==> config.mk <==
export PLATFORM = sky130hd
export DESIGN_NAME = exc_entry_ctrl
export DESIGN_NICKNAME = d
export VERILOG_FILES = /design/src/rtl/exc_pkg.sv /design/src/rtl/exc_line_sync.sv /design/src/rtl/exc_mode_decode.sv /design/src/rtl/exc_arbiter.sv /design/src/rtl/exc_frame_gen.sv /design/src/rtl/exc_entry_ctrl.sv
export SDC_FILE = /design/constraint.sdc
export NUM_CORES = 1
export LEC_CHECK = 0
export ABC_AREA = 1
export BUFFER_PORTS_ARGS = -buffer_cell sky130_fd_sc_hd__buf_2
export CAP_MARGIN = 15
export CORE_ASPECT_RATIO = 0.7
export CORE_MARGIN = 4
export CORE_UTILIZATION = 35
export CTS_BUF_LIST = sky130_fd_sc_hd__clkbuf_4
export DETAILED_ROUTE_END_ITERATION = 8
export SKIP_LAST_GASP = 1
export SYNTH_ARGS = -nofsm -noshare
export SYNTH_HDL_FRONTEND = slang
export SYNTH_SLANG_ARGS = --single-unit
export TNS_END_PERCENT = 50
==> constraint.sdc <==
create_clock -name clk -period 1.3 [get_ports clk]
set_clock_uncertainty 0.1 [all_clocks]
set_input_delay 0.13 -clock clk [delete_from_list [all_inputs] [get_ports clk]]
set_output_delay 0.13 -clock clk [all_outputs]
set_load 0.1 [all_outputs]
==> src/rtl/exc_pkg.sv <==
package exc_pkg;

   typedef enum logic [1:0] {
      ENT_NONE  = 2'd0,
      ENT_RESET = 2'd1,
      ENT_FAST  = 2'd2,
      ENT_NORM  = 2'd3
   } entry_kind_t;

   localparam int MODE_W = 5;

   localparam logic [MODE_W-1:0] MODE_USER  = 5'h10;
   localparam logic [MODE_W-1:0] MODE_FAST  = 5'h11;
   localparam logic [MODE_W-1:0] MODE_NORM  = 5'h12;
   localparam logic [MODE_W-1:0] MODE_SUPER = 5'h13;
   localparam logic [MODE_W-1:0] MODE_ABORT = 5'h17;
   localparam logic [MODE_W-1:0] MODE_UNDEF = 5'h1B;
   localparam logic [MODE_W-1:0] MODE_SYS   = 5'h1F;

   localparam int NUM_LEGAL = 7;

endpackage

==> src/rtl/exc_line_sync.sv <==
module exc_line_sync #(
   parameter int STAGES = 0
) (
   input  logic clk,
   input  logic rst_n,
   input  logic d,
   output logic q
);

   generate
      if (STAGES == 0) begin : g_direct
         assign q = d;
      end else begin : g_chain
         logic [STAGES-1:0] sh;
         always_ff @(posedge clk or negedge rst_n) begin
            if (!rst_n) begin
               sh <= '0;
            end else begin
               sh[0] <= d;
               for (int k = 1; k < STAGES; k++) begin
                  sh[k] <= sh[k-1];
               end
            end
         end
         assign q = sh[STAGES-1];
      end
   endgenerate

endmodule

==> src/rtl/exc_mode_decode.sv <==
module exc_mode_decode
   import exc_pkg::*;
#(
   parameter int DATA_W = 32
) (
   input  logic [DATA_W-1:0] status,
   output logic              legal
);

   localparam logic [NUM_LEGAL-1:0][MODE_W-1:0] LEGAL_SET =
      {MODE_SYS, MODE_UNDEF, MODE_ABORT, MODE_SUPER, MODE_NORM, MODE_FAST, MODE_USER};

   logic [MODE_W-1:0]    mode;
   logic [NUM_LEGAL-1:0] hit;

   assign mode = status[MODE_W-1:0];

   generate
      for (genvar g = 0; g < NUM_LEGAL; g++) begin : g_cmp
         assign hit[g] = (mode == LEGAL_SET[g]);
      end
   endgenerate

   assign legal = |hit;

endmodule

==> src/rtl/exc_arbiter.sv <==
module exc_arbiter
   import exc_pkg::*;
#(
   parameter int DATA_W = 32,
   parameter int I_POS  = 7,
   parameter int F_POS  = 6
) (
   input  logic              cpu_reset,
   input  logic              boundary,
   input  logic              fast_lvl,
   input  logic              norm_lvl,
   input  logic [DATA_W-1:0] status,
   output entry_kind_t       pick
);

   logic fast_open;
   logic norm_open;

   assign fast_open = boundary && fast_lvl && !status[F_POS];
   assign norm_open = boundary && norm_lvl && !status[I_POS];

   always_comb begin
      if (cpu_reset) begin
         pick = ENT_RESET;
      end else if (fast_open) begin
         pick = ENT_FAST;
      end else if (norm_open) begin
         pick = ENT_NORM;
      end else begin
         pick = ENT_NONE;
      end
   end

endmodule

==> src/rtl/exc_frame_gen.sv <==
module exc_frame_gen
   import exc_pkg::*;
#(
   parameter int                DATA_W    = 32,
   parameter int                I_POS     = 7,
   parameter int                F_POS     = 6,
   parameter int                LINK_OFS  = 4,
   parameter logic [DATA_W-1:0] FAST_VEC  = 'h1C,
   parameter logic [DATA_W-1:0] NORM_VEC  = 'h18,
   parameter logic [DATA_W-1:0] RESET_VEC = 'h0
) (
   input  entry_kind_t       pick,
   input  logic [DATA_W-1:0] status,
   input  logic [DATA_W-1:0] pc,
   input  logic              mode_legal,
   output logic [DATA_W-1:0] nxt_status,
   output logic [DATA_W-1:0] nxt_saved,
   output logic [DATA_W-1:0] nxt_link,
   output logic [DATA_W-1:0] nxt_vec
);

   localparam logic [DATA_W-1:0] MODE_MASK = DATA_W'({MODE_W{1'b1}});
   localparam logic [DATA_W-1:0] I_MASK    = DATA_W'(1) << I_POS;
   localparam logic [DATA_W-1:0] F_MASK    = DATA_W'(1) << F_POS;
   localparam logic [DATA_W-1:0] SUPER_ST  = I_MASK | F_MASK | DATA_W'(MODE_SUPER);

   logic [DATA_W-1:0] kept;

   assign kept = status & ~MODE_MASK;

   always_comb begin
      nxt_status = status;
      nxt_saved  = status;
      nxt_link   = pc + DATA_W'(LINK_OFS);
      nxt_vec    = pc;
      unique case (pick)
         ENT_RESET: begin
            nxt_status = SUPER_ST;
            nxt_saved  = mode_legal ? status : SUPER_ST;
            nxt_link   = pc;
            nxt_vec    = RESET_VEC;
         end
         ENT_FAST: begin
            nxt_status = kept | I_MASK | F_MASK | DATA_W'(MODE_FAST);
            nxt_vec    = FAST_VEC;
         end
         ENT_NORM: begin
            nxt_status = kept | I_MASK | DATA_W'(MODE_NORM);
            nxt_vec    = NORM_VEC;
         end
         default: begin
            nxt_vec = pc;
         end
      endcase
   end

endmodule

==> src/rtl/exc_entry_ctrl.sv <==
module exc_entry_ctrl
   import exc_pkg::*;
#(
   parameter int                DATA_W      = 32,
   parameter int                I_POS       = 7,
   parameter int                F_POS       = 6,
   parameter int                LINK_OFS    = 4,
   parameter int                SYNC_STAGES = 0,
   parameter logic [DATA_W-1:0] FAST_VEC    = 'h1C,
   parameter logic [DATA_W-1:0] NORM_VEC    = 'h18,
   parameter logic [DATA_W-1:0] RESET_VEC   = 'h0
) (
   input  logic              clk,
   input  logic              rst_n,
   input  logic              cpu_reset,
   input  logic              fast_req,
   input  logic              norm_req,
   input  logic              boundary,
   input  logic [DATA_W-1:0] cur_status,
   input  logic [DATA_W-1:0] cur_pc,
   output logic              take,
   output logic [1:0]        kind,
   output logic [DATA_W-1:0] new_status,
   output logic [DATA_W-1:0] saved_status,
   output logic [DATA_W-1:0] link_val,
   output logic [DATA_W-1:0] vector_addr
);

   initial begin
      a_param_check: assert (DATA_W >= 8 && I_POS != F_POS &&
                             I_POS >= MODE_W && F_POS >= MODE_W &&
                             I_POS < DATA_W && F_POS < DATA_W &&
                             SYNC_STAGES >= 0 && SYNC_STAGES <= 4)
         else $error("exc_entry_ctrl: illegal parameter set");
   end

   logic              fast_lvl;
   logic              norm_lvl;
   logic              mode_legal;
   entry_kind_t       pick;
   logic [DATA_W-1:0] nxt_status;
   logic [DATA_W-1:0] nxt_saved;
   logic [DATA_W-1:0] nxt_link;
   logic [DATA_W-1:0] nxt_vec;

   exc_line_sync #(.STAGES(SYNC_STAGES)) u_fast_sync (
      .clk(clk), .rst_n(rst_n), .d(fast_req), .q(fast_lvl)
   );

   exc_line_sync #(.STAGES(SYNC_STAGES)) u_norm_sync (
      .clk(clk), .rst_n(rst_n), .d(norm_req), .q(norm_lvl)
   );

   exc_mode_decode #(.DATA_W(DATA_W)) u_mode (
      .status(cur_status), .legal(mode_legal)
   );

   exc_arbiter #(.DATA_W(DATA_W), .I_POS(I_POS), .F_POS(F_POS)) u_arb (
      .cpu_reset(cpu_reset), .boundary(boundary),
      .fast_lvl(fast_lvl), .norm_lvl(norm_lvl),
      .status(cur_status), .pick(pick)
   );

   exc_frame_gen #(
      .DATA_W(DATA_W), .I_POS(I_POS), .F_POS(F_POS), .LINK_OFS(LINK_OFS),
      .FAST_VEC(FAST_VEC), .NORM_VEC(NORM_VEC), .RESET_VEC(RESET_VEC)
   ) u_frame (
      .pick(pick), .status(cur_status), .pc(cur_pc), .mode_legal(mode_legal),
      .nxt_status(nxt_status), .nxt_saved(nxt_saved),
      .nxt_link(nxt_link), .nxt_vec(nxt_vec)
   );

   always_ff @(posedge clk or negedge rst_n) begin
      if (!rst_n) begin
         take         <= 1'b0;
         kind         <= ENT_NONE;
         new_status   <= '0;
         saved_status <= '0;
         link_val     <= '0;
         vector_addr  <= '0;
      end else begin
         take <= (pick != ENT_NONE);
         kind <= pick;
         if (pick != ENT_NONE) begin
            new_status   <= nxt_status;
            saved_status <= nxt_saved;
            link_val     <= nxt_link;
            vector_addr  <= nxt_vec;
         end
      end
   end

   // unmasked fast request at a boundary yields a fast entry
   p_fast_taken_r1: assert property (@(posedge clk) disable iff (!rst_n)
      (boundary && !cpu_reset && fast_lvl && !cur_status[F_POS])
      |=> (take && kind == ENT_FAST));

   // fast mask set blocks fast entry
   p_fast_masked_r1: assert property (@(posedge clk) disable iff (!rst_n)
      (!cpu_reset && cur_status[F_POS]) |=> (kind != ENT_FAST));

   // normal mask set blocks normal entry
   p_norm_masked_r2: assert property (@(posedge clk) disable iff (!rst_n)
      (!cpu_reset && cur_status[I_POS]) |=> (kind != ENT_NORM));

   // fast wins over normal
   p_fast_first_r3: assert property (@(posedge clk) disable iff (!rst_n)
      (boundary && !cpu_reset && fast_lvl && !cur_status[F_POS] &&
       norm_lvl && !cur_status[I_POS]) |=> (kind == ENT_FAST));

   // link and saved status on interrupt entry
   p_link_saved_r6: assert property (@(posedge clk) disable iff (!rst_n)
      (boundary && !cpu_reset &&
       ((fast_lvl && !cur_status[F_POS]) || (norm_lvl && !cur_status[I_POS])))
      |=> (link_val == $past(cur_pc) + DATA_W'(LINK_OFS) &&
           saved_status == $past(cur_status)));

   // reset overrides everything and needs no boundary
   p_reset_first_r7: assert property (@(posedge clk) disable iff (!rst_n)
      cpu_reset |=> (take && kind == ENT_RESET && vector_addr == RESET_VEC &&
                     link_val == $past(cur_pc)));

   // no request, no strobe
   p_no_spurious_r9: assert property (@(posedge clk) disable iff (!rst_n)
      (!boundary && !cpu_reset) |=> !take);

   // strobe and kind agree
   p_take_kind_r10: assert property (@(posedge clk) disable iff (!rst_n)
      take |-> (kind != ENT_NONE));

endmodule

==> results of run 1 <==
-- cell type report --
cell class                 count  area, um2
fill                        1180       4740
timing repair buffer         360       4510
sequential                   131       3280
multi-input combinational    429       2300
inverter                      88        360
tap                          220        275
clock inverter                14        200
clock buffer                  17        128
antenna                        1       2.50
-- final timing paths --
check / startpoint / to / slack (ns) / cells after the start
hold / removal: cur_pc[2] / link_val[2] / 0.03 / 6
max in group asynchronous: rst_n / saved_status[15] / 0.03 / 4
setup / recovery: link_val[11] / link_val[11] / -0.09 / 1
hold reg to reg: vector_addr[30] / vector_addr[30] / 0.43 / 2
setup reg to reg: link_val[26] / link_val[26] / 0.12 / 4
min in group asynchronous: rst_n / vector_addr[12] / 0.51 / 3
-- cell families after synthesis --
logic type	after synthesis
and+or+nand+nor	336
AOI/OAI and AO/OA	81
adders and majority gates	5
DFF	131
buffers and inverters	115
xor gates and xnor gates	6
-- per-layer routing --
metal  vias up  GRT usage (%)  share of wire [%]
met1      2756           30.3                 45
met4         2           5.28                1.2
met5         -              0              0.065
li1       2840              -                  -
met2       246           32.1                 45
met3        26           7.74                9.3
-- power by group --
group	switching, mW	internal, mW
Combinational	3.46	1.97
Sequential	0.374	4.40
Clock	1.67	1.55
Total	5.50	7.92
-- per-stage QoR --
| stage | power (mW) | hold slack [ns] | setup slack [ns] | cell area [um2] | cells |
|---|---|---|---|---|---|
| global route | 13.9 | 0.00557 | -0.176 | 11000 | 1260 |
| CTS | 13.5 | 0.00411 | -0.156 | 10800 | 1251 |
| floorplan | 7.74 | -0.266 | -0.195 | 6040 | 674 |
| global placement | 9.96 | -0.0358 | -0.404 | 9590 | 1139 |
| finish | 13.4 | 0.0327 | -0.0928 | 11000 | 1260 |
| detailed placement | 10.0 | -0.0359 | -0.459 | 9590 | 1139 |
-- sequential cells by signal, indices dropped and copies added, names as in the netlist --
register / count
saved_status: 32
new_status: 32
vector_addr: 32
kind: 2
take: 1
link_val: 32
-- repair_timing --
item                                    in CTS  in global routing
cloned                                       0                  1
endpoints found under the setup margin     131                171
setup buffers                               10                 12
endpoints found under the hold margin      223                  1
hold buffers                                71                  1
pin swaps                                    0                 24
resized for setup                           19                 59
-- placed cells by master, fill, tap and decap left out, drive strengths merged, types with 4 or more instances in the layout --
| cell | synthesis | routed |
|---|---|---|
| nand2 | 224 | 224 |
| buf | 12 | 289 |
| dlygate4sd3 | 0 | 64 |
| nor2 | 53 | 54 |
| ha | 5 | 5 |
| clkbuf | 15 | 17 |
| nand3 | 43 | 43 |
| dlymetal6s4s | 0 | 7 |
| inv | 88 | 93 |
| nand4 | 10 | 10 |
| dfrtp | 131 | 131 |
| o31ai | 18 | 18 |
| a31oi | 4 | 4 |
| o21ai | 43 | 43 |
| a21oi | 9 | 9 |
| or2 | 4 | 4 |
| bufinv | 0 | 4 |
==> flow_summary.html, run 1 <==
<table>
<tr><th>Metric</th><th>Value</th></tr>
<tr><th colspan="2">Global routing</th></tr>
<tr><td>Global router's overall resource usage</td><td>21.5%</td></tr>
<tr><td>Number of antenna violations at the first check in global routing</td><td>2</td></tr>
<tr><td>Global-route wire length before repair</td><td>31500 um</td></tr>
<tr><td>Global-route congestion overflow total</td><td>0</td></tr>
<tr><td>Largest net degree at the start of global routing</td><td>73</td></tr>
<tr><td>Vias in the first global route</td><td>5937</td></tr>
<tr><th colspan="2">Synth</th></tr>
<tr><td>Cell types with the largest area share after synthesis</td><td>dfrtp_1, nand2_1, inv_1</td></tr>
<tr><td>Number of nets produced by synthesis</td><td>749</td></tr>
<tr><td>Most used DFF post-synth</td><td>dfrtp_1</td></tr>
<tr><td>Count of yosys warnings during synthesis</td><td>0</td></tr>
<tr><td>Count of flip-flops with a built-in enable after synthesis</td><td>0</td></tr>
<tr><td>Mux cell area share after synthesis</td><td>0%</td></tr>
<tr><td>Biggest area consumer among synthesized cells</td><td>dfrtp_1</td></tr>
<tr><td>Compound-Gate Fraction of Synth Area</td><td>8.29%</td></tr>
<tr><td>Async set-reset flop share out of synthesis</td><td>100%</td></tr>
<tr><td>Most frequent cell after synthesis</td><td>nand2_1</td></tr>
<tr><td>Post-Syn Instances</td><td>674</td></tr>
<tr><td>Average cell area after synthesis</td><td>8.51 um2</td></tr>
<tr><td>Synthesized-area fraction occupied by xor and xnor cells</td><td>0.916%</td></tr>
<tr><td>Post-Synth Adder-Cell Area</td><td>1.09%</td></tr>
<tr><td>Main combinational cell family by area after synthesis</td><td>simple AND/OR/NAND/NOR gates</td></tr>
<tr><td>Share of synthesized cell area in and, or, nand and nor gates</td><td>24.7%</td></tr>
<tr><td>Synth top cells by count</td><td>nand2_1, dfrtp_1, inv_1, nor2_1</td></tr>
<tr><td>Register area share after synthesis</td><td>57.1%</td></tr>
<tr><td>Yosys top cell area share</td><td>57.1%</td></tr>
<tr><td>Synthesized cell area</td><td>0.00574 mm2</td></tr>
<tr><td>Synth Register Bits</td><td>131</td></tr>
<tr><td>Post-synth cell types</td><td>33</td></tr>
<tr><th colspan="2">Timing</th></tr>
<tr><td>Endpoints failing setup</td><td>137</td></tr>
<tr><td>Max Transition Viols Final</td><td>0</td></tr>
<tr><td>Peak Freq</td><td>718 MHz</td></tr>
<tr><td>Headroom to the max-slew limit</td><td>73.0%</td></tr>
<tr><td>Setup TNS after final layout</td><td>-7.17 ns</td></tr>
<tr><td>Final count of hold timing violations</td><td>0</td></tr>
<tr><td>Period Utilization, post-route</td><td>107%</td></tr>
<tr><td>Clock period minus worst slack</td><td>1.39 ns</td></tr>
<tr><td>RSZ-0062 raised after global routing</td><td>yes</td></tr>
<tr><td>Smallest setup slack after layout</td><td>-0.0928 ns</td></tr>
<tr><td>Least-Margin Pin Slew</td><td>0.404 ns</td></tr>
<tr><th colspan="2">Routing</th></tr>
<tr><td>Post-route DRC</td><td>0</td></tr>
<tr><td>Detailed Routing Iterations Pass 1</td><td>5</td></tr>
<tr><td>Detailed router's first-iteration violation count</td><td>426</td></tr>
<tr><td>Remaining number of nets flagged by the antenna check after routing</td><td>0</td></tr>
<tr><td>Via total after detailed routing</td><td>5870</td></tr>
<tr><td>Routed WL</td><td>20000 um</td></tr>
<tr><td>Routed via count divided by cell count</td><td>4.66</td></tr>
<tr><td>Wire per inst</td><td>15.9 um</td></tr>
<tr><th colspan="2">CTS</th></tr>
<tr><td>CTS clock-pin slew for the worst setup and hold paths</td><td>0.12 ns</td></tr>
<tr><td>Number of buffers inserted during clock tree synthesis</td><td>17</td></tr>
<tr><td>TritonCTS clock tree</td><td>built</td></tr>
<tr><td>Clock latency on the worst-skew pair</td><td>0.51 ns</td></tr>
<tr><td>Buffers from clock root to sink, at most</td><td>2</td></tr>
<tr><td>Maximum level of the CTS H-tree</td><td>4</td></tr>
<tr><td>Clock tree root driver cell</td><td>clkbuf_4</td></tr>
<tr><td># clock sinks</td><td>131</td></tr>
<tr><th colspan="2">Worst setup path</th></tr>
<tr><td>Critical Path AT</td><td>1.16 ns</td></tr>
<tr><td>Nature of the critical path startpoint</td><td>flip-flop</td></tr>
<tr><td>Worst path bufs/invs</td><td>1</td></tr>
<tr><td>Required time of the critical path</td><td>1.07 ns</td></tr>
<tr><td>Largest driver fanout on the critical path</td><td>2</td></tr>
<tr><td>Family with the most delay on the worst path</td><td>flip-flops</td></tr>
<tr><td>Slowest Stage Delay on Critical Path</td><td>0.45 ns</td></tr>
<tr><td>Classification of the worst setup path</td><td>flip-flop to output port</td></tr>
<tr><td>CP endpoint kind</td><td>output port</td></tr>
<tr><td>Crit-path cells</td><td>buf_12</td></tr>
<tr><td>Slowest cell on the critical path</td><td>dfrtp_1</td></tr>
<tr><th colspan="2">Run status</th></tr>
<tr><td>Status</td><td>complete, but fails checks</td></tr>
<tr><td>Violations in the final reports</td><td>negative setup slack</td></tr>
<tr><th colspan="2">Finish</th></tr>
<tr><td>Fraction of the core area covered by cells at the end of the flow</td><td>70.0%</td></tr>
<tr><td>Layout Area Growth over Synthesis</td><td>92.6%</td></tr>
<tr><td>Proportion of layout cells with a drive suffix above 1</td><td>37.7%</td></tr>
<tr><td>Total Nets Final</td><td>1102</td></tr>
<tr><th colspan="2">Power and ir drop</th></tr>
<tr><td>Power Dens Cells</td><td>1210 mW/mm2</td></tr>
<tr><td>Maximum vdd drop</td><td>0.000783 V</td></tr>
<tr><td>Leakage Power</td><td>5.54 nW</td></tr>
<tr><th colspan="2">Placed design</th></tr>
<tr><td>Hpwl dp</td><td>14200 um</td></tr>
<tr><td>Weighted congestion reported at the end of routability-driven placement</td><td>0.929</td></tr>
<tr><td>Count of input and output buffers</td><td>200</td></tr>
<tr><th colspan="2">Floorplanning</th></tr>
<tr><td>Area of the core region</td><td>0.0158 mm2</td></tr>
<tr><td>Height of the die</td><td>115 um</td></tr>
<tr><td>Die Span X</td><td>161 um</td></tr>
<tr><td>Initial core utilization</td><td>36.4%</td></tr>
<tr><td>DIE AREA</td><td>0.0185 mm2</td></tr>
<tr><td>Number of I/O pins</td><td>201</td></tr>
<tr><td>Number of standard-cell rows in the floorplan</td><td>38</td></tr>
<tr><th colspan="2">Flow run</th></tr>
<tr><td>Maximum capacitance violations</td><td>0</td></tr>
<tr><th colspan="2">Worst hold path</th></tr>
<tr><td>Type of the tightest min-delay check</td><td>input pin to flip-flop</td></tr>
</table>
Power figures use the tool's default switching activity.
==> run 2: changes to the inputs <==
--- a/config.mk
+++ b/config.mk
@@ -9,10 +9,11 @@
 export BUFFER_PORTS_ARGS = -buffer_cell sky130_fd_sc_hd__buf_2
 export CAP_MARGIN = 15
 export CORE_ASPECT_RATIO = 0.7
-export CORE_MARGIN = 4
 export CORE_UTILIZATION = 35
 export CTS_BUF_LIST = sky130_fd_sc_hd__clkbuf_4
+export CTS_CLUSTER_DIAMETER = 100
 export DETAILED_ROUTE_END_ITERATION = 8
+export REMOVE_ABC_BUFFERS = 1
 export SKIP_LAST_GASP = 1
 export SYNTH_ARGS = -nofsm -noshare
 export SYNTH_HDL_FRONTEND = slang
==> run 2 against run 1 <==
- clock power fell by 10%
- via count fell by 1.5%
- the run still ends with negative setup slack left
- utilization fell by 0.77 points
- global-route usage rose by 1.4 points
- largest power group unchanged
- non-clock buffer count rose by 10
- critical path depth rose by 8
- power fell by 2.6%
- wire length fell by 4.0%
- register-to-register slack barely moved
- maximum frequency fell by 2.6%
- worst hold slack improved by 0.042 ns
==> flow_summary.html, run 2 (synthesis gave the netlist of run 1 again) <==
<table>
<tr><th>Metric</th><th>Value</th></tr>
<tr><th colspan="2">Run status</th></tr>
<tr><td>Status</td><td>complete, but fails checks</td></tr>
<tr><td>Violations in the final reports</td><td>negative setup slack</td></tr>
<tr><th colspan="2">Power and ir drop</th></tr>
<tr><td>Overall power of the completed layout</td><td>13.1 mW</td></tr>
<tr><td>Maximum vdd drop</td><td>0.000599 V</td></tr>
<tr><td>Combinational Power Share</td><td>41.4%</td></tr>
<tr><td>Proportion of total power due to net switching</td><td>43.0%</td></tr>
<tr><td>Sequential share of power</td><td>36.6%</td></tr>
<tr><td>Clock network power share</td><td>22.0%</td></tr>
<tr><td>Power Dens Cells</td><td>1200 mW/mm2</td></tr>
<tr><td>Leakage Power</td><td>5.51 nW</td></tr>
<tr><td>Internal power</td><td>7.45 mW</td></tr>
<tr><td>Net Switching</td><td>5.62 mW</td></tr>
<tr><th colspan="2">Timing</th></tr>
<tr><td>Peak Freq</td><td>699 MHz</td></tr>
<tr><td>Period Utilization, post-route</td><td>110%</td></tr>
<tr><td>Headroom to the max-slew limit</td><td>78.1%</td></tr>
<tr><td>Clock period minus worst slack</td><td>1.43 ns</td></tr>
<tr><td>RSZ-0062 raised after global routing</td><td>yes</td></tr>
<tr><td>Endpoints failing setup</td><td>138</td></tr>
<tr><td>Smallest setup slack after layout</td><td>-0.130 ns</td></tr>
<tr><td>Final count of hold timing violations</td><td>0</td></tr>
<tr><td>Least-Margin Pin Slew</td><td>0.326 ns</td></tr>
<tr><td>Setup TNS after final layout</td><td>-7.47 ns</td></tr>
<tr><td>Max Transition Viols Final</td><td>0</td></tr>
<tr><th colspan="2">Finish</th></tr>
<tr><td>Fraction of the core area covered by cells at the end of the flow</td><td>69.2%</td></tr>
<tr><td>Layout Area Growth over Synthesis</td><td>89.9%</td></tr>
<tr><td>Proportion of layout cells with a drive suffix above 1</td><td>34.5%</td></tr>
<tr><td>Total Nets Final</td><td>1111</td></tr>
<tr><td>Leading cell types in the layout, fill and taps excluded</td><td>nand2_1, buf_12, dfrtp_1</td></tr>
<tr><td>Non-filler cells, final</td><td>1270</td></tr>
<tr><td>Commonest non-fill, non-tap cell in the layout</td><td>nand2_1</td></tr>
<tr><th colspan="2">Routing</th></tr>
<tr><td>Detailed Routing Iterations Pass 1</td><td>8</td></tr>
<tr><td>Routed WL</td><td>19200 um</td></tr>
<tr><td>Detailed router's first-iteration violation count</td><td>430</td></tr>
<tr><td>Top layer in use</td><td>met5</td></tr>
<tr><td>Met2 routed WL</td><td>9160 um</td></tr>
<tr><td>Post-route DRC</td><td>0</td></tr>
<tr><td>Routed via count divided by cell count</td><td>4.55</td></tr>
<tr><td>Met1 routed wirelength after detailed routing</td><td>8520 um</td></tr>
<tr><td>Met3 wire length</td><td>1290 um</td></tr>
<tr><td>Wire per inst</td><td>15.1 um</td></tr>
<tr><td>Via total after detailed routing</td><td>5782</td></tr>
<tr><td>Remaining number of nets flagged by the antenna check after routing</td><td>0</td></tr>
<tr><th colspan="2">CTS</th></tr>
<tr><td>Buffers from clock root to sink, at most</td><td>2</td></tr>
<tr><td>Clock tree root driver cell</td><td>clkbuf_4</td></tr>
<tr><td>CTS clock-pin slew for the worst setup and hold paths</td><td>0.13 ns</td></tr>
<tr><td>Maximum level of the CTS H-tree</td><td>4</td></tr>
<tr><td># clock sinks</td><td>131</td></tr>
<tr><td>Clock latency on the worst-skew pair</td><td>0.50 ns</td></tr>
<tr><td>Number of buffers inserted during clock tree synthesis</td><td>17</td></tr>
<tr><td>TritonCTS clock tree</td><td>built</td></tr>
<tr><th colspan="2">Floorplanning</th></tr>
<tr><td>Die Span X</td><td>155 um</td></tr>
<tr><td>Area of the core region</td><td>0.0157 mm2</td></tr>
<tr><td>Initial core utilization</td><td>36.5%</td></tr>
<tr><td>Number of standard-cell rows in the floorplan</td><td>38</td></tr>
<tr><td>Height of the die</td><td>109 um</td></tr>
<tr><td>Number of I/O pins</td><td>201</td></tr>
<tr><td>DIE AREA</td><td>0.0169 mm2</td></tr>
<tr><th colspan="2">Worst setup path</th></tr>
<tr><td>CP endpoint kind</td><td>flip-flop</td></tr>
<tr><td>Nature of the critical path startpoint</td><td>input pin</td></tr>
<tr><td>Classification of the worst setup path</td><td>input pin to flip-flop</td></tr>
<tr><td>Largest driver fanout on the critical path</td><td>6</td></tr>
<tr><td>Critical Path AT</td><td>1.74 ns</td></tr>
<tr><td>Required time of the critical path</td><td>1.61 ns</td></tr>
<tr><td>Reg-to-reg setup timing slack</td><td>0.11 ns</td></tr>
<tr><th colspan="2">Placed design</th></tr>
<tr><td>Hpwl dp</td><td>13200 um</td></tr>
<tr><td>Count of input and output buffers</td><td>200</td></tr>
<tr><td>Weighted congestion reported at the end of routability-driven placement</td><td>0.953</td></tr>
<tr><td>Number of placed instances with taps included</td><td>1137</td></tr>
<tr><td>Minimum setup slack after placement</td><td>-0.752 ns</td></tr>
<tr><th colspan="2">Global routing</th></tr>
<tr><td>Global router's overall resource usage</td><td>23.0%</td></tr>
<tr><td>Global-route congestion overflow total</td><td>0</td></tr>
<tr><td>Global-route wire length before repair</td><td>29900 um</td></tr>
<tr><td>Vias in the first global route</td><td>5694</td></tr>
<tr><td>Number of antenna violations at the first check in global routing</td><td>1</td></tr>
<tr><td>Largest net degree at the start of global routing</td><td>45</td></tr>
<tr><th colspan="2">Flow run</th></tr>
<tr><td>Maximum capacitance violations</td><td>0</td></tr>
<tr><th colspan="2">Worst hold path</th></tr>
<tr><td>Type of the tightest min-delay check</td><td>input pin to flip-flop</td></tr>
</table>
## run 2: final timing paths
check / to / from / depth (start not counted)
worst max register to register: new_status[4] / new_status[4] / 3
worst min-delay path: link_val[2] / cur_pc[2] / 6
max in group asynchronous: new_status[0] / rst_n / 4
min in group asynchronous: link_val[16] / rst_n / 3
worst min register to register: new_status[2] / new_status[2] / 2
worst max-delay path: link_val[31] / cur_pc[4] / 9
## run 2: metal layers
metal | vias to the layer above | global-route usage (%)
met5 | - | 0
li1 | 2852 | -
met4 | 2 | 6.01
met1 | 2702 | 31.0
met2 | 205 | 36.8
met3 | 21 | 6.04
## run 2: cell type report
class                   instances  area (um2)
diodes                          1        2.50
multi-input cells             428        2080
well taps                     220         275
clock buffers                  17         128
clock inverters                15         160
inverters                      88         335
repair buffers                370        4630
flip-flops and latches        131        3280
fillers                      1183        4840
## run 2: through the flow
step | hold slack [ns] | instance area (um2)
floorplan | -0.266 | 5620
global placement | -0.104 | 9300
detailed placement | -0.0989 | 9300
CTS | -0.0241 | 10600
global route | 0.0383 | 10900
finish | 0.0744 | 10900
## run 2: power groups by stage
stage	logic (mW)	registers, mW	clock network [mW]
after floorplan	0.533	7.05	0
after global placement	4.99	4.83	0
after detailed placement	5.02	4.84	0
after CTS	5.29	4.78	3.00
after global routing	5.62	4.82	3.18
final	5.41	4.78	2.88
## run 2: timing repair
| action | 4_1_cts | 5_1_grt |
|---|---|---|
| setup endpoints to repair | 182 | 218 |
| hold buffers | 74 | 0 |
| buffers inserted | 5 | 20 |
| hold endpoints to repair | 225 | 0 |
| pin swaps | 0 | 7 |
| cloned | 0 | 2 |
| gates resized for setup | 70 | 23 |
## run 2: critical path, stage by stage
cell and delay [ns]:
dlygate4sd3_1 0.56, buf_2 0.15, nand3_1 0.11, nor2_1 0.18
nand2_1 0.09, nor2_2 0.25, nand3_1 0.11, nand3_1 0.11
nand2_1 0.06
==> run 3: changes to the inputs <==
==> constraint.sdc (replaced) <==
create_clock -name clk -period 1.3 [get_ports clk]
set_clock_uncertainty 0.1 [all_clocks]
set_input_delay 0.065 -clock clk [delete_from_list [all_inputs] [get_ports clk]]
set_output_delay 0.065 -clock clk [all_outputs]
set_load 0.1 [all_outputs]
==> run 3 against run 2 <==
- the run ends with negative hold slack, negative setup slack left
- combinational power decreased by 4.3%
- power decreased by 0.61%
- wire length decreased by 0.20%
- die area unchanged
- global-route usage decreased by 0.086 points
- first-iteration DRC count increased by 9.8%
- clock power increased by 6%
- final area decreased by 3.6%
- flip-flop and latch count unchanged
- critical path type unchanged
==> flow_summary.html, run 3 (synthesis gave the netlist of run 1 again) <==
<table>
<tr><th>Metric</th><th>Value</th></tr>
<tr><th colspan="2">Routing</th></tr>
<tr><td>Wire per inst</td><td>15.3 um</td></tr>
<tr><td>Detailed router's first-iteration violation count</td><td>472</td></tr>
<tr><td>Detailed Routing Iterations Pass 1</td><td>5</td></tr>
<tr><td>Post-route DRC</td><td>0</td></tr>
<tr><td>Routed WL</td><td>19200 um</td></tr>
<tr><td>Remaining number of nets flagged by the antenna check after routing</td><td>0</td></tr>
<tr><td>Via total after detailed routing</td><td>5775</td></tr>
<tr><td>Routed via count divided by cell count</td><td>4.61</td></tr>
<tr><th colspan="2">CTS</th></tr>
<tr><td>Buffers from clock root to sink, at most</td><td>2</td></tr>
<tr><td>Number of buffers inserted during clock tree synthesis</td><td>17</td></tr>
<tr><td>TritonCTS clock tree</td><td>built</td></tr>
<tr><td>Clock tree root driver cell</td><td>clkbuf_4</td></tr>
<tr><td>Maximum level of the CTS H-tree</td><td>4</td></tr>
<tr><td># clock sinks</td><td>131</td></tr>
<tr><td>CTS clock-pin slew for the worst setup and hold paths</td><td>0.15 ns</td></tr>
<tr><td>Clock latency on the worst-skew pair</td><td>0.51 ns</td></tr>
<tr><th colspan="2">Floorplanning</th></tr>
<tr><td>Initial core utilization</td><td>36.5%</td></tr>
<tr><td>Number of I/O pins</td><td>201</td></tr>
<tr><td>Die Span X</td><td>155 um</td></tr>
<tr><td>Number of standard-cell rows in the floorplan</td><td>38</td></tr>
<tr><td>DIE AREA</td><td>0.0169 mm2</td></tr>
<tr><td>Height of the die</td><td>109 um</td></tr>
<tr><td>Area of the core region</td><td>0.0157 mm2</td></tr>
<tr><th colspan="2">Timing</th></tr>
<tr><td>Clock period minus worst slack</td><td>1.37 ns</td></tr>
<tr><td>RSZ-0062 raised after global routing</td><td>yes</td></tr>
<tr><td>Smallest setup slack after layout</td><td>-0.0680 ns</td></tr>
<tr><td>Least-Margin Pin Slew</td><td>0.353 ns</td></tr>
<tr><td>Period Utilization, post-route</td><td>105%</td></tr>
<tr><td>Final-layout worst hold slack</td><td>-0.0189 ns</td></tr>
<tr><td>Final count of hold timing violations</td><td>2</td></tr>
<tr><td>Peak Freq</td><td>731 MHz</td></tr>
<tr><td>Headroom to the max-slew limit</td><td>76.5%</td></tr>
<tr><td>Endpoints failing setup</td><td>64</td></tr>
<tr><td>Max Transition Viols Final</td><td>0</td></tr>
<tr><th colspan="2">Global routing</th></tr>
<tr><td>Vias in the first global route</td><td>5770</td></tr>
<tr><td>Global-route wire length before repair</td><td>29800 um</td></tr>
<tr><td>Largest net degree at the start of global routing</td><td>41</td></tr>
<tr><td>Number of antenna violations at the first check in global routing</td><td>1</td></tr>
<tr><td>Global router's overall resource usage</td><td>22.9%</td></tr>
<tr><td>Global-route congestion overflow total</td><td>0</td></tr>
<tr><th colspan="2">Worst setup path</th></tr>
<tr><td>Crit-path cells</td><td>dlygate4sd3_1 -&gt; buf_2 -&gt; nand2_1 -&gt; nor2_1 -&gt; nand3_1 -&gt; nor2_2 -&gt; nand3_1 -&gt; nand3_1 -&gt; nand2_1</td></tr>
<tr><td>Slowest Stage Delay on Critical Path</td><td>0.53 ns</td></tr>
<tr><td>Worst path bufs/invs</td><td>2</td></tr>
<tr><td>Most used cell along the critical path</td><td>nand3_1</td></tr>
<tr><td>Critical Path AT</td><td>1.69 ns</td></tr>
<tr><td>Classification of the worst setup path</td><td>input pin to flip-flop</td></tr>
<tr><td>Slowest cell on the critical path</td><td>dlygate4sd3_1</td></tr>
<tr><td>Largest driver fanout on the critical path</td><td>6</td></tr>
<tr><td>Cells on worst reg2reg path</td><td>3</td></tr>
<tr><td>Family with the most delay on the worst path</td><td>simple AND/OR/NAND/NOR gates</td></tr>
<tr><td>Required time of the critical path</td><td>1.63 ns</td></tr>
<tr><td>Cell count along the critical path</td><td>9</td></tr>
<tr><td>CP endpoint kind</td><td>flip-flop</td></tr>
<tr><td>Nature of the critical path startpoint</td><td>input pin</td></tr>
<tr><th colspan="2">Placed design</th></tr>
<tr><td>Count of input and output buffers</td><td>200</td></tr>
<tr><td>Number of placed instances with taps included</td><td>1133</td></tr>
<tr><td>Hpwl dp</td><td>12200 um</td></tr>
<tr><td>Weighted congestion reported at the end of routability-driven placement</td><td>0.902</td></tr>
<tr><th colspan="2">Finish</th></tr>
<tr><td>Proportion of layout cells with a drive suffix above 1</td><td>33.5%</td></tr>
<tr><td>Leading cell types in the layout, fill and taps excluded</td><td>nand2_1, dfrtp_1, buf_12</td></tr>
<tr><td>Fraction of the core area covered by cells at the end of the flow</td><td>66.7%</td></tr>
<tr><td>Total Nets Final</td><td>1093</td></tr>
<tr><td>Fillers</td><td>1160</td></tr>
<tr><td>Commonest non-fill, non-tap cell in the layout</td><td>nand2_1</td></tr>
<tr><td>Storage element area</td><td>0.00328 mm2</td></tr>
<tr><td>Multi-input gate area in the final layout</td><td>0.00209 mm2</td></tr>
<tr><td>Layout Area Growth over Synthesis</td><td>83.0%</td></tr>
<tr><td>Non-filler cells, final</td><td>1253</td></tr>
<tr><th colspan="2">Power and ir drop</th></tr>
<tr><td>Power Dens Cells</td><td>1240 mW/mm2</td></tr>
<tr><td>Maximum vdd drop</td><td>0.000722 V</td></tr>
<tr><td>Leakage Power</td><td>5.32 nW</td></tr>
<tr><th colspan="2">Flow run</th></tr>
<tr><td>Maximum capacitance violations</td><td>0</td></tr>
<tr><th colspan="2">Worst hold path</th></tr>
<tr><td>Type of the tightest min-delay check</td><td>input pin to flip-flop</td></tr>
<tr><td>Hold Path Stages</td><td>6</td></tr>
<tr><th colspan="2">Run status</th></tr>
<tr><td>Violations in the final reports</td><td>negative hold slack, negative setup slack</td></tr>
<tr><td>Status</td><td>complete, but fails checks</td></tr>
</table>
run 3: cell type report:
type                    count  share of cell area (%)
clock inverters            15                    1.73
clock buffers              17                    1.22
inverters                  88                    3.17
flip-flops and latches    131                    31.2
well taps                 220                    2.62
repair buffers            351                    40.1
diodes                      2                  0.0477
multi-input cells         429                    19.9
run 3: power breakdown:
group	internal, mW	switching [mW]	total, mW
Clock	1.24	1.81	3.06
Sequential	4.40	0.359	4.76
Combinational	1.80	3.38	5.18
run 3: stage by stage:
stage | area, um2 | setup TNS, ns | total power, mW | hold WS, ns | setup WS, ns
after floorplan | 5620 | -335.47 | 7.59 | -0.331 | -3.48
after global placement | 7680 | -56.36 | 8.78 | -0.110 | -0.641
after detailed placement | 7680 | -58.87 | 8.80 | -0.107 | -0.681
after CTS | 10200 | -6.72 | 12.9 | -0.132 | -0.0714
after global routing | 10500 | -13.54 | 13.5 | -0.0307 | -0.142
final | 10500 | -0.876 | 13.0 | -0.0189 | -0.0680
run 3: tightest hold or removal path: stages:
cell and delay [ns]:
buf_2 0.12, a21oi_2 0.05, inv_2 0.09, ha_4 0.12, nand2_1 0.05, nand2_1 0.06
run 3: worst paths after layout:
check,startpoint,endpoint,slack [ns]
max,cur_pc[11],link_val[23],-0.07
min,cpu_reset,new_status[0],-0.02
max reg2reg,link_val[26],link_val[26],0.28
min reg2reg,vector_addr[16],vector_addr[16],0.41
max in group asynchronous,rst_n,saved_status[15],0.06
min in group asynchronous,rst_n,link_val[19],0.44
run 3: per-layer routing:
layer	share of wire, %	GRT usage [%]	routed length [um]
met2	49	37.9	9380
met3	5.3	5.84	1030
met1	44	29.1	8360
met5	0	0	0
met4	2.3	8.49	435
run 3: what timing repair did:
item / 4_1_cts / 5_1_grt
hold buffers: 73 / 3
pin swaps: 0 / 8
endpoints found under the setup margin: 156 / 170
gates cloned: 0 / 1
setup buffers: 10 / 3
endpoints found under the hold margin: 225 / 3
gates resized for setup: 393 / 63
